<file path="src/rtl/dbpc_pkg.sv">
package dbpc_pkg;
    // Instruction class codes presented by the decoder
    typedef enum logic [2:0] {
        CLS_NONE   = 3'd0,
        CLS_CALL   = 3'd1,
        CLS_BRANCH = 3'd2,
        CLS_JMPL   = 3'd3,
        CLS_TRAP   = 3'd4
    } cls_e;

    // Flag positions inside the 4-bit flags bus
    localparam int FLG_N = 3;
    localparam int FLG_Z = 2;
    localparam int FLG_V = 1;
    localparam int FLG_C = 0;
endpackage

</file>
<file path="src/rtl/dbpc_cond_eval.sv">
// dbpc_cond_eval: evaluates the 4-bit test selector against the flags.
// Assumes flags = {N,Z,V,C}; bit 3 of the selector inverts the base test.
module dbpc_cond_eval
    import dbpc_pkg::*;
(
    input  logic [3:0] cond,
    input  logic [3:0] flags,
    output logic       hit
);
    logic n_f, z_f, v_f, c_f;
    logic base;

    assign n_f = flags[FLG_N];
    assign z_f = flags[FLG_Z];
    assign v_f = flags[FLG_V];
    assign c_f = flags[FLG_C];

    // Select the base test from the low three selector bits
    always_comb begin
        unique case (cond[2:0])
            3'd0:    base = 1'b0;
            3'd1:    base = z_f;
            3'd2:    base = z_f | (n_f ^ v_f);
            3'd3:    base = n_f ^ v_f;
            3'd4:    base = c_f | z_f;
            3'd5:    base = c_f;
            3'd6:    base = n_f;
            default: base = v_f;
        endcase
    end

    assign hit = base ^ cond[3];
endmodule

</file>
<file path="src/rtl/dbpc_target_calc.sv">
// dbpc_target_calc: forms the redirect address for the issuing transfer.
// Assumes displacements are word counts relative to the transfer's own
// address and that ADDR_W exceeds both displacement widths.
module dbpc_target_calc
    import dbpc_pkg::*;
#(
    parameter int ADDR_W      = 32,
    parameter int CALL_DISP_W = 30,
    parameter int BR_DISP_W   = 22
) (
    input  logic [ADDR_W-1:0]      cur_pc,
    input  logic [2:0]             cls,
    input  logic [CALL_DISP_W-1:0] call_disp,
    input  logic [BR_DISP_W-1:0]   br_disp,
    input  logic [ADDR_W-1:0]      reg_tgt,
    output logic [ADDR_W-1:0]      tgt
);
    localparam int CALL_EXT = ADDR_W - CALL_DISP_W;
    localparam int BR_EXT   = ADDR_W - BR_DISP_W;

    logic [ADDR_W-1:0] call_off;
    logic [ADDR_W-1:0] br_off;

    // Sign-extend then scale the call displacement to bytes
    generate
        if (CALL_EXT >= 1) begin : g_call_ext
            assign call_off = {{CALL_EXT{call_disp[CALL_DISP_W-1]}}, call_disp} << 2;
        end else begin : g_call_trunc
            assign call_off = call_disp[ADDR_W-1:0] << 2;
        end
    endgenerate

    // Sign-extend then scale the branch displacement to bytes
    assign br_off = {{BR_EXT{br_disp[BR_DISP_W-1]}}, br_disp} << 2;

    // Pick the target for the current class
    always_comb begin
        unique case (cls)
            CLS_CALL:   tgt = cur_pc + call_off;
            CLS_BRANCH: tgt = cur_pc + br_off;
            CLS_JMPL:   tgt = reg_tgt;
            default:    tgt = '0;
        endcase
    end
endmodule

</file>
<file path="src/rtl/dbpc_seq_regs.sv">
// dbpc_seq_regs: holds the issuing address and the following address.
// Assumes redirect and trap_load are mutually exclusive; trap_load wins.
module dbpc_seq_regs #(
    parameter int              ADDR_W   = 32,
    parameter logic [31:0]     RESET_PC = 32'h0
) (
    input  logic              clk,
    input  logic              rst_n,
    input  logic              advance,
    input  logic              redirect,
    input  logic [ADDR_W-1:0] redirect_tgt,
    input  logic              trap_load,
    input  logic [ADDR_W-1:0] vec,
    output logic [ADDR_W-1:0] pc_q,
    output logic [ADDR_W-1:0] npc_q
);
    localparam logic [ADDR_W-1:0] STRIDE = ADDR_W'(4);
    localparam logic [ADDR_W-1:0] RST_PC = RESET_PC[ADDR_W-1:0];

    // Update the address pair on each advance
    always_ff @(posedge clk) begin
        if (!rst_n) begin
            pc_q  <= RST_PC;
            npc_q <= RST_PC + STRIDE;
        end else if (advance) begin
            if (trap_load) begin
                pc_q  <= vec;
                npc_q <= vec + STRIDE;
            end else begin
                pc_q  <= npc_q;
                npc_q <= redirect ? redirect_tgt : (npc_q + STRIDE);
            end
        end
    end
endmodule

</file>
<file path="src/rtl/dbpc_unit.sv">
// dbpc_unit: delayed-branch fetch address sequencer.
// Assumes one instruction issues per step and that op_class/cond/fields
// describe the instruction at fetch_pc.
module dbpc_unit
    import dbpc_pkg::*;
#(
    parameter int          ADDR_W      = 32,
    parameter int          CALL_DISP_W = 30,
    parameter int          BR_DISP_W   = 22,
    parameter logic [31:0] RESET_PC    = 32'h0
) (
    input  logic                   clk,
    input  logic                   rst_n,
    input  logic                   step,
    input  logic [2:0]             op_class,
    input  logic [3:0]             cond,
    input  logic [CALL_DISP_W-1:0] disp30,
    input  logic [BR_DISP_W-1:0]   disp22,
    input  logic [ADDR_W-1:0]      jump_tgt,
    input  logic [ADDR_W-1:0]      trap_vec,
    input  logic [3:0]             icc,
    output logic [ADDR_W-1:0]      fetch_pc,
    output logic [ADDR_W-1:0]      link_addr,
    output logic                   link_valid,
    output logic                   trap_taken
);
    logic              cond_hit;
    logic              redirect;
    logic [ADDR_W-1:0] tgt;
    logic [ADDR_W-1:0] pc_q;
    logic [ADDR_W-1:0] npc_q;

    dbpc_cond_eval u_cond (
        .cond  (cond),
        .flags (icc),
        .hit   (cond_hit)
    );

    dbpc_target_calc #(
        .ADDR_W      (ADDR_W),
        .CALL_DISP_W (CALL_DISP_W),
        .BR_DISP_W   (BR_DISP_W)
    ) u_tgt (
        .cur_pc    (pc_q),
        .cls       (op_class),
        .call_disp (disp30),
        .br_disp   (disp22),
        .reg_tgt   (jump_tgt),
        .tgt       (tgt)
    );

    // Decide whether the issuing instruction redirects the stream
    always_comb begin
        unique case (op_class)
            CLS_CALL, CLS_JMPL: redirect = 1'b1;
            CLS_BRANCH:         redirect = cond_hit;
            default:            redirect = 1'b0;
        endcase
    end

    assign trap_taken = (op_class == CLS_TRAP) && cond_hit;
    assign link_valid = (op_class == CLS_CALL) || (op_class == CLS_JMPL);
    assign link_addr  = pc_q;
    assign fetch_pc   = pc_q;

    dbpc_seq_regs #(
        .ADDR_W   (ADDR_W),
        .RESET_PC (RESET_PC)
    ) u_regs (
        .clk          (clk),
        .rst_n        (rst_n),
        .advance      (step),
        .redirect     (redirect),
        .redirect_tgt (tgt),
        .trap_load    (trap_taken),
        .vec          (trap_vec),
        .pc_q         (pc_q),
        .npc_q        (npc_q)
    );
endmodule

</file>
<file path="config.mk">
export PLATFORM = sky130hd
export DESIGN_NAME = dbpc_unit
export DESIGN_NICKNAME = d
export VERILOG_FILES = /design/src/rtl/dbpc_pkg.sv /design/src/rtl/dbpc_cond_eval.sv /design/src/rtl/dbpc_target_calc.sv /design/src/rtl/dbpc_seq_regs.sv /design/src/rtl/dbpc_unit.sv
export SDC_FILE = /design/constraint.sdc
export NUM_CORES = 1
export LEC_CHECK = 0
export BUFFER_PORTS_ARGS = -buffer_cell sky130_fd_sc_hd__buf_2
export CAP_MARGIN = 0
export CORE_UTILIZATION = 45
export DETAILED_ROUTE_END_ITERATION = 10
export GPL_ROUTABILITY_DRIVEN = 0
export PLACE_DENSITY_LB_ADDON = 0.1
export SLEW_MARGIN = 5
export SYNTH_ARGS = -nofsm -noshare
export SYNTH_HDL_FRONTEND = slang
export SYNTH_SLANG_ARGS = --single-unit
</file>
<file path="constraint.sdc">
create_clock -name clk -period 9.55 [get_ports clk]
set_input_delay 0.4775 -clock clk [delete_from_list [all_inputs] [get_ports clk]]
set_output_delay 0.4775 -clock clk [all_outputs]
set_load 0.005 [all_outputs]
</file>
# After elaboration in Yosys (flattened, before gate mapping)
# Cells that the tools add are included.
[totals]
regBits = 64
out_inout_bits = 66
[classes]
mux = 6
n_eq_ne = 10
addsub = 4
bitwise = 4
n_reduce_logical = 4
[op_table]
columns = ["op", "n"]
rows = [
  ["2-to-1 mux 32 bit", 3],
  ["one-hot mux 32 bit (3 select lines)", 1],
  ["adder 32 x 3 -> 32 bit, second input constant", 2],
  ["adder 32 bit", 2],
  ["== test 3 x 2 -> 1 bit, second input constant", 4],
  ["== test 3 bit, second input constant", 4],
  ["one-hot mux 1 bit (7 select lines)", 1],
  ["== test 3 x 1 -> 1 bit, second input constant", 2],
  ["logical NOT 3 bit", 1],
  ["bitwise OR 1 bit", 2],
  ["one-hot mux 1 bit (2 select lines)", 1],
  ["OR reduction 2 bit", 1],
  ["bitwise XOR 1 bit", 2],
  ["logical AND 1 bit", 1],
  ["logical OR 1 bit", 1],
]

# Logic depth before layout (Yosys ltp)
# Gate-level depths: netlist (run 1).
[logic_depth]
word_depth = 7
depth_mapped = 15
mapped_depth_nobuf = 13

# By module
# From an unflattened synthesis (run 1), not the netlist that was laid out.
[hier_totals]
cells_unflattened = 932
hier_area_um2 = 7036.7
[modules_own_cells]
columns = ["module", "instances", "cells_per_inst", "area_per_inst_um2", "seq_area_each_um2"]
rows = [
  ["dbpc_seq_regs", 1, 531, 4292.9, 1281.2],
  ["dbpc_target_calc", 1, 356, 2409.8, 0.0],
  ["dbpc_unit", 1, 36, 267.8, 0.0],
  ["dbpc_cond_eval", 1, 9, 66.3, 0.0],
]

# Worst setup path before layout (run 1)
# Ideal clock, no wire load.
[synth_timing]
kind = "input -> register"
startpoint = "input port op_class[2]"
endpoint = "register u_regs.npc_q[23]"
required_time_ps = 9418
path_buffers = 2
setup_slack_ps = 5936
setup_ps = 132
t_arrival_ps = 3482
stages = 14
cell_sequence = "or3b_2 -> clkbuf_1 -> clkbuf_1 -> nand2_1 -> nand2_1 -> ha_1 -> a21o_1 -> a221oi_2 -> o41a_1 -> a31oi_2 -> nand3_1 -> a21bo_2 -> a2111oi_0 -> o31ai_1"
[synth_between]
elab_chain_len = 5
[synth_rtl]
columns = ["element", "line_no", "text"]
rows = [
  ["start, declared", "dbpc_unit.sv:15", "input logic [2:0] op_class,"],
  ["== test 3 x 1 -> 1 bit / == test 3 x 2 -> 1 bit (equally long branches)", "dbpc_target_calc.sv:38, dbpc_unit.sv:54", ""],
  ["OR reduction 2 bit", "dbpc_unit.sv:54", "unique case (op_class)"],
  ["one-hot mux 1 bit (2 select lines)", "dbpc_unit.sv:54", ""],
  ["2-to-1 mux 32 bit", "dbpc_seq_regs.sv:31", "npc_q <= redirect ? redirect_tgt : (npc_q + STRIDE);"],
  ["2-to-1 mux 32 bit *", "dbpc_seq_regs.sv:26", "if (trap_load) begin"],
  ["end signal, assigned", "dbpc_seq_regs.sv:24", "npc_q <= RST_PC + STRIDE;"],
  ["end signal, assigned", "dbpc_seq_regs.sv:28", "npc_q <= vec + STRIDE;"],
  ["end signal, assigned", "dbpc_seq_regs.sv:31", ""],
  ["end, declared", "dbpc_seq_regs.sv:15", "output logic [ADDR_W-1:0] npc_q"],
]
# Mark *: on every way between the ends. The rest lies on a longest branch, timed or not.
# A chain may end at the register's enable or synchronous reset.

# Worst setup path after layout (run 1)
[layout_timing]
startpoint = "input port op_class[2]"
endpoint = "register u_regs.npc_q[24]"
# Same word-level chain as after synthesis.

==> run_results.csv, run 1 <==
group,metric,value,unit
clocking,clockBufferDepth,2,
route,drtPass1Iterations,5,
clocking,holdBufCountCts,0,
critical_path,cp-start-kind,"input port",
logic_synthesis,async_reset_ff_frac,0,
power_and_ir_drop,p_total,0.0009628,W
sta,slew_violations,0,
min_path,holdCritStartpoint,"trap_vec[7]",
floorplan,core_area,0.01453,mm²
clocking,cts.repair.resized,0,
placement,placed_cells,1238,
placement,place_hpwl,17.04,mm
clocking,cts_tree,"done",
logic_synthesis,syn_area,0.006684,mm²
route,ant_nets,0,
sta,finClkSkew,0.006019,ns
critical_path,regToRegSetupSlack,6.52,ns
route,drtIter0Drc,857,
power_and_ir_drop,p_leak,3.482,nW
route,post_drt_wl_per_cell,18.66,µm
clocking,cts_made_buffers,9,
route,vias,7517,
cells_and_area,layout-area-overhead-vs-synth,16.21,%
critical_path,critPathLaunch,"op_class[2]",
global_route,grt_usage,0.3101,
sta,fmax,256.4,MHz
global_route,grt_start_max_net_pins,70,
logic_synthesis,synth_cells,943,
floorplan,ios,196,
floorplan,start_util,0.4599,
logic_synthesis,synth_top_family_by_area,"compound AO/OA/AOI/OAI gates",
sta,post-route-min-period,3.900,ns
global_route,grt_pass1_vias,6772,
logic_synthesis,muxShareOfSynthArea,0.008985,
sta,min_period_over_period,0.4084,
run,maxCapViolations,0,
floorplan,rows,44,
critical_path,worstPathRequired,9.79,ns
logic_synthesis,synth_edf_count,0,
power_and_ir_drop,peakVddDrop,0.08012,mV
cells_and_area,drive_above_1_share,0.2280,
critical_path,worstPathArrival,4.14,ns
logic_synthesis,synth.avg_cell_area,7.088,µm²
cells_and_area,final_common_cell,"nand2_1",
route,vias_per_cell,5.994,
min_path,hp-class,"in -> reg",
clocking,clkTransAtPathRegs,0.06,ns
clocking,clk_latency,0.35,ns
logic_synthesis,synth_cell_type_count,78,
sta,rsz0062_at_grt,"no",
route,routed_wl,23.41,mm
critical_path,r2r-start,"u_regs.pc_q[5]$_SDFFE_PN0P_",
floorplan,die_area,0.01535,mm²
sta,setup_violations,0,
global_route,grt_pass1_wl,36.39,mm
logic_synthesis,synth_warnings,0,
global_route,antenna_found_initial,0,
sta,hold_viol_final,0,
sta,worst_slew_pin_slew,0.8453,ns
cells_and_area,fin_util,0.5344,
placement,io_buffers,195,
cells_and_area,stdcell_count,1254,
cells_and_area,num_antenna_cells,0,
logic_synthesis,yosys.area_share.adder,0.07226,
logic_synthesis,synth-main-ff-cell,"dfxtp_1",
power_and_ir_drop,powerDensity,124.0,mW/mm²
outcome,status,"finished clean",
clocking,clkSinkCount,64,
clocking,root_buffer,"clkbuf_16",
route,remaining_drc_errors,0,
logic_synthesis,ys_seq_area_frac,0.1917,
logic_synthesis,yosys.area_share.xor_xnor,0.09304,
floorplan,fp.dieH,123.9,µm
logic_synthesis,synth_nets,1111,
logic_synthesis,ys_ff_latch,64,
critical_path,path_class,"in -> reg",
global_route,grt_remaining_overflow,0,
cells_and_area,nets,1233,
sta,slew_headroom,0.4322,
floorplan,die_w,123.9,µm
cells_and_area,final_cell_mix,"nand2_1 (196), buf_2 (194), nor2_1 (66)",
critical_path,critPathCaptureType,"flop",
critical_path,critPathMaxFanout,31,
clocking,cts_setup_buffers,0,
sta,fin_setup_tns,0,ns
logic_synthesis,synth-simple-area-share,0.2623,
clocking,cts_max_level,3,
logic_synthesis,synth-compound-area-share,0.2888,
sta,whs,0.4175,ns
per-stage QoR:
step | setup WS (ns) | cell area (µm²)
floorplan | 5.936 | 6684
global placement | 5.417 | 7483
detailed placement | 5.342 | 7483
CTS | 5.692 | 7767
global route | 5.434 | 7767
finish | 5.650 | 7767
final cells by class:
class,count,area [µm²]
Inverter,17,63.81
Fill cell,1514,6766
Clock inverter,6,45.04
Timing Repair Buffer,203,1039
Tap cell,184,230.2
Clock buffer,10,239.0
Sequential cell,64,1281
Multi-Input combinational cell,770,4870
power breakdown:
group / leakage, nW / switching (W) / internal (W)
Combinational: 2.82 / 0.000188 / 0.000135
Sequential: 0.528 / 0.0000314 / 0.000288
Clock: 0.131 / 0.000138 / 0.000183
Total: 3.48 / 0.000357 / 0.000606
kinds of logic after synthesis:
group / Yosys count
buffers and inverters: 109
adder cells (fa/ha/maj): 38
XOR/XNOR: 71
AO/OA/AOI/OAI: 271
multiplexers: 6
AND/OR/NAND/NOR: 384
flip-flops: 64
sequential cells by signal (all words and copies together), names as in the netlist:
signal        count
u_regs.npc_q     32
u_regs.pc_q      32
Yosys cell counts (16+ instances only):
master    number  share of area
a311oi_1      32          0.042
buf_4         33          0.037
ha_1          37          0.069
a21o_1        22          0.025
nand2_1      196           0.11
a21oi_1       60          0.045
and3_1        16          0.015
o21ai_0       41          0.031
clkbuf_1      40          0.022
buf_2         16          0.012
nand3_1       32          0.024
xnor2_1       33          0.043
nor2_1        66          0.037
inv_1         16         0.0090
xor2_1        38          0.050
dfxtp_1       64           0.19
routing by layer:
layer | part of all wire | GRT usage | up-vias | wire length [µm]
met1 | 0.47 | 0.4428 | 3491 | 10980
met2 | 0.44 | 0.4767 | 310 | 10330
met3 | 0.065 | 0.03663 | 44 | 1526
met4 | 0.024 | 0.1092 | 0 | 567
li1 | - | - | 3672 | -
met5 | 0 | 0 | - | 0
worst max-delay path: stages:
cell and delay (ns):
buf_2 0.13, or3b_2 0.77, nand2_1 0.16, nand2_1 0.08
ha_1 0.21, fa_1 0.41, nand3_1 0.16, a211oi_2 0.10
o211ai_1 0.33, a31oi_1 0.21, a211o_2 0.40, xor2_1 0.15
a221o_1 0.31, a32o_1 0.21
worst paths after layout:
check                             endpoint  depth (start not counted)
max reg2reg  u_regs.npc_q[23]$_SDFFE_PN0P_                          9
min reg2reg    u_regs.pc_q[0]$_SDFFE_PN0P_                          2
max          u_regs.npc_q[24]$_SDFFE_PN0P_                         14
min            u_regs.pc_q[7]$_SDFFE_PN0P_                          3
No activity file was read; power rests on OpenSTA's default activity.
==> run 2, diff against run 1 <==
- clock period: 9.55 -> 3.2 ns (I/O delays scaled with it)
==> run 2 against run 1 <==
Net effect: wire length up 4.2%; setup slack got worse by 5.5 ns; highest routed layer unchanged; combinational power increased to 3.5 times the previous value; clock skew is 0.0027 ns lower; register-to-register slack worse by 6.2 ns; via count rose by 3.7%; non-clock buffer count rose by 90; sequential share of layout area decreased by 1.4 points; first-iteration DRC count down 9.8%; core utilization increased by 4.8 points.
==> run_results.csv, run 2 (same netlist as run 1, synthesis figures left out) <==
group,metric,value,unit
critical_path,path_buf_inv,1,
power_and_ir_drop,netSwitchingPower,0.001058,W
critical_path,worstPathRequired,3.43,ns
global_route,grt_start_max_net_pins,58,
sta,post-route-min-period,3.040,ns
placement,placed_cells,1328,
power_and_ir_drop,p_leak,3.934,nW
clocking,clkSinkCount,64,
clocking,cts_tree,"done",
power_and_ir_drop,internal-power,0.001921,W
clocking,cts_setup_buffers,0,
sta,min_period_over_period,0.9500,
cells_and_area,nets,1323,
global_route,grt_pass1_vias,6681,
global_route,grt_pass1_wl,36.34,mm
sta,worst_slew_pin_slew,0.7475,ns
cells_and_area,drive_above_1_share,0.2858,
route,vias,7798,
floorplan,die_area,0.01535,mm²
outcome,status,"finished clean",
critical_path,critPathMaxFanout,11,
cells_and_area,num_antenna_cells,0,
sta,slew_violations,0,
global_route,grt_usage,0.3145,
clocking,cts_max_level,3,
route,drtIter0Drc,773,
sta,whs,0.09367,ns
route,post_drt_wl_per_cell,18.16,µm
route,routed_wl,24.38,mm
route,remaining_drc_errors,0,
route,vias_per_cell,5.811,
power_and_ir_drop,p_clk_frac,0.300,
floorplan,die_w,123.9,µm
cells_and_area,final_cell_mix,"nand2_1 (196), buf_2 (194), buf_4 (97)",
clocking,cts.repair.resized,0,
floorplan,fp.dieH,123.9,µm
critical_path,crit_path_max_incr_delay,0.47,ns
global_route,grt_remaining_overflow,0,
sta,hold_viol_final,0,
placement,place_hpwl,18.63,mm
clocking,clockBufferDepth,2,
sta,finClkSkew,0.003301,ns
run,maxCapViolations,0,
critical_path,cp-start-kind,"input port",
power_and_ir_drop,peakVddDrop,0.2899,mV
clocking,root_buffer,"clkbuf_16",
critical_path,crit_family,"compound AO/OA/AOI/OAI gates",
route,drtPass1Iterations,6,
power_and_ir_drop,power_frac_seq,0.321,
placement,io_buffers,195,
sta,slew_headroom,0.5016,
critical_path,worstPathCellList,"buf_2 -> or3b_4 -> nand2_1 -> nand2_1 -> ha_1 -> fa_1 -> nand3_1 -> a211oi_2 -> o211ai_1 -> a31oi_2 -> a211o_2 -> xor2_1 -> a221o_1 -> a32o_1",
route,ant_nets,0,
critical_path,critPathSlowestCell,"or3b_4",
power_and_ir_drop,p_comb_frac,0.379,
critical_path,path_class,"in -> reg",
min_path,hp-class,"in -> reg",
clocking,clkTransAtPathRegs,0.05,ns
floorplan,start_util,0.4599,
critical_path,cp_common_cell,"nand2_1",
floorplan,rows,44,
floorplan,ios,196,
clocking,cts_made_buffers,9,
critical_path,worstPathArrival,3.27,ns
cells_and_area,final_common_cell,"nand2_1",
power_and_ir_drop,sw_frac_of_total,0.3552,
power_and_ir_drop,powerDensity,351.8,mW/mm²
cells_and_area,stdcell_count,1342,
sta,fmax,328.9,MHz
sta,setup_violations,0,
critical_path,critPathCaptureType,"flop",
floorplan,core_area,0.01453,mm²
cells_and_area,layout-area-overhead-vs-synth,26.68,%
clocking,holdBufCountCts,0,
global_route,antenna_found_initial,0,
cells_and_area,biggestRegsByFlops,"u_regs.npc_q x32, u_regs.pc_q x32",
cells_and_area,fin_util,0.5826,
clocking,clk_latency,0.34,ns
-- run 2: cell types whose count changed in the layout (fill, tap and decap cells not counted), sizes merged --
cell	before	now
clkinv	4	2
clkbuf	10	13
buf	203	293
clkinvlp	3	0
-- run 2: worst reg2reg max path, cell delays in order, from the launching register on --
cell	delay [ns]
dfxtp_1	0.34
ha_1	0.24
fa_1	0.40
nand3_1	0.15
a211oi_2	0.10
o211ai_1	0.28
a31oi_2	0.16
a211o_2	0.37
xor2_1	0.15
a221o_1	0.31
a32o_1	0.23
-- run 2: routing by layer --
| metal | GRT usage | share of wire | vias up |
|---|---|---|---|
| met3 | 0.06685 | 0.096 | 16 |
| met2 | 0.4514 | 0.42 | 347 |
| met1 | 0.4726 | 0.48 | 3600 |
| met5 | 0 | 0 | - |
| met4 | 0.06777 | 0.0081 | 0 |
| li1 | - | - | 3835 |
-- run 2: final timing paths --
kind | start | to | slack (ns) | depth (start not counted)
worst min-delay path | trap_vec[0] | u_regs.pc_q[0]$_SDFFE_PN0P_ | 0.09 | 3
worst min register to register | u_regs.npc_q[0]$_SDFFE_PN0P_ | u_regs.pc_q[0]$_SDFFE_PN0P_ | 0.47 | 2
worst max register to register | u_regs.pc_q[2]$_SDFFE_PN0P_ | u_regs.npc_q[24]$_SDFFE_PN0P_ | 0.36 | 10
worst max-delay path | op_class[2] | u_regs.npc_q[24]$_SDFFE_PN0P_ | 0.16 | 14
-- run 2: metrics by stage --
step | cell area, µm² | setup WS [ns] | total power (W) | TNS (ns)
6_report | 8467 | 0.1599 | 0.002979 | 0
5_1_grt | 8467 | -0.002323 | 0.003139 | -0.002323
4_1_cts | 8452 | 0.01278 | 0.002967 | 0
3_5_place_dp | 8197 | -0.3337 | 0.002071 | -2.672
3_3_place_gp | 8197 | -0.2613 | 0.002069 | -2.092
2_1_floorplan | 6700 | -0.01967 | 0.001601 | -0.01967
-- run 2: layout make-up --
type                            count  area [µm²]
Tap cell                          184       230.2
Fill cell                        1490        6067
Clock buffer                       13       250.2
Sequential cell                    64        1281
Timing Repair Buffer              293        1739
Inverter                           17       63.81
Multi-Input combinational cell    770        4897
Clock inverter                      1       5.005
-- run 2: power groups by stage --
stage	sequential [W]	clock, W	combinational (W)
floorplan	0.000939	0	0.000663
global placement	0.000969	0	0.00110
detailed placement	0.000969	0	0.00110
global route	0.000966	0.000931	0.00124
finish	0.000957	0.000892	0.00113
CTS	0.000953	0.000903	0.00111
==> run 3, diff against run 2 <==
- CAP_MARGIN: 0 -> 20
- PLACE_DENSITY: default -> 0.83
- PLACE_DENSITY_LB_ADDON: 0.1 -> default
==> run 3 against run 2 <==
Net effect: core utilization down 1.1 points; sequential cell count unchanged; setup slack better by 0.0018 ns; hold slack better by 0.017 ns; final cell count down 1.6%; sequential share of layout area up 0.28 points; largest cell class unchanged; non-clock buffer count down 21; cell area down 1.8%; total power down 0.68%.
==> run_results.csv, run 3 (same netlist as run 1, synthesis figures left out) <==
group,metric,value,unit
power_and_ir_drop,p_leak,3.823,nW
global_route,grt_pass1_vias,6970,
critical_path,worstPathArrival,3.27,ns
floorplan,fp.dieH,123.9,µm
clocking,cts_made_buffers,9,
cells_and_area,final_common_cell,"nand2_1",
route,wl_met1,9.701,mm
critical_path,rr_endpoint,"u_regs.npc_q[24]$_SDFFE_PN0P_",
floorplan,core_area,0.01453,mm²
floorplan,die_w,123.9,µm
clocking,clkSinkCount,64,
sta,post-route-min-period,3.038,ns
cells_and_area,drive_above_1_share,0.2720,
min_path,hold_depth,3,
global_route,grt_pass1_wl,35.29,mm
clocking,clk_latency,0.33,ns
critical_path,critPathCaptureType,"flop",
critical_path,critPathMaxFanout,12,
floorplan,ios,196,
cells_and_area,final_cell_mix,"nand2_1 (196), buf_2 (195), buf_4 (75)",
global_route,grt_start_max_net_pins,62,
floorplan,rows,44,
cells_and_area,layout-area-overhead-vs-synth,24.34,%
sta,min_period_over_period,0.9495,
sta,worst_slew_pin_slew,0.7990,ns
sta,hold_viol_final,0,
route,highest_layer,"met4",
sta,slew_headroom,0.4649,
global_route,antenna_found_initial,0,
power_and_ir_drop,peakVddDrop,0.2050,mV
route,drtPass1Iterations,6,
cells_and_area,fin_util,0.5718,
sta,slew_violations,0,
critical_path,worstPathRequired,3.43,ns
floorplan,die_area,0.01535,mm²
clocking,root_buffer,"clkbuf_16",
placement,place_hpwl,18.08,mm
route,vias_per_cell,6.116,
cells_and_area,num_antenna_cells,0,
clocking,cts_tree,"done",
critical_path,cp-start-kind,"input port",
route,ant_nets,0,
route,dr_wl_met3,2.834,mm
min_path,hp-class,"in -> reg",
min_path,holdCritStartpoint,"trap_vec[0]",
global_route,grt_usage,0.2979,
route,drtIter0Drc,1227,
sta,rsz0062_at_grt,"yes",
outcome,status,"finished clean",
critical_path,regToRegSetupSlack,0.38,ns
route,routed_wl,23.75,mm
route,wl_met2,10.39,mm
placement,io_buffers,195,
sta,setup_violations,0,
cells_and_area,stdcell_count,1320,
cells_and_area,biggestRegsByFlops,"u_regs.npc_q x32, u_regs.pc_q x32",
clocking,clockBufferDepth,2,
run,maxCapViolations,0,
sta,whs,0.1109,ns
route,post_drt_wl_per_cell,17.99,µm
critical_path,r2r-start,"u_regs.pc_q[2]$_SDFFE_PN0P_",
sta,fmax,329.1,MHz
route,remaining_drc_errors,0,
clocking,holdBufCountCts,0,
power_and_ir_drop,powerDensity,356.0,mW/mm²
critical_path,worst_r2r_path_depth,10,
route,vias,8073,
sta,finClkSkew,0.004862,ns
floorplan,start_util,0.4599,
critical_path,path_class,"in -> reg",
placement,placed_cells,1307,
min_path,whs_endpoint,"u_regs.pc_q[0]$_SDFFE_PN0P_",
global_route,grt_remaining_overflow,0,
clocking,cts_max_level,3,
clocking,clkTransAtPathRegs,0.05,ns
cells_and_area,nets,1302,
run 3: metal layers:
layer | GRT usage | vias up
met5 | 0 | -
met4 | 0.1197 | 0
met3 | 0.05998 | 82
met2 | 0.4594 | 543
met1 | 0.4036 | 3649
li1 | - | 3799
run 3: final cells by class:
type	instances	area [µm²]
Tap cell	184	230.2
Clock buffer	12	256.5
Inverter	17	63.81
Clock inverter	1	5.005
Fill cell	1330	6223
Sequential cell	64	1281
Multi-Input combinational cell	770	4895
Timing Repair Buffer	272	1579
run 3: worst max-delay path by stage:
stage / cells after the start / to / start
floorplan: 14 / u_regs.npc_q[23]$_SDFFE_PN0P_ / op_class[2]
global placement: 14 / u_regs.npc_q[24]$_SDFFE_PN0P_ / op_class[2]
detailed placement: 14 / u_regs.npc_q[24]$_SDFFE_PN0P_ / op_class[2]
CTS: 14 / u_regs.npc_q[24]$_SDFFE_PN0P_ / op_class[2]
global route: 16 / u_regs.npc_q[24]$_SDFFE_PN0P_ / op_class[2]
finish: 14 / u_regs.npc_q[27]$_SDFFE_PN0P_ / op_class[0]
run 3: power breakdown:
part           internal, W  leakage (nW)  switching [W]
registers         0.000860         0.528      0.0000998
logic             0.000503          3.16       0.000599
clock network     0.000552         0.130       0.000345
run 3: timing repair:
action,4_1_cts,5_1_grt
cloned,0,0
setup buffers,0,0
setup endpoints to repair,1,4
pin swaps,0,4
resized for setup,1,2
run 3: stage by stage:
stage	worst slack, ns	power, W	area, µm²	TNS, ns
4_1_cts	0.1600	0.002919	8299	0
3_3_place_gp	-0.2780	0.002014	8035	-1.816
2_1_floorplan	-0.01967	0.001601	6700	-0.01967
5_1_grt	-0.006851	0.003084	8310	-0.01226
3_5_place_dp	-0.3375	0.002035	8035	-3.107
6_report	0.1618	0.002959	8310	0
run 3: worst max-delay path, stage by stage:
cell and delay [ns]:
buf_2 0.11, or3b_4 0.48, buf_4 0.18, nand2_1 0.07
nand2_1 0.05, ha_1 0.33, and3_1 0.23, a221oi_4 0.31
o41a_1 0.25, a31oi_2 0.16, a221oi_2 0.33, xnor2_1 0.16
a221oi_1 0.11, nor4_1 0.31
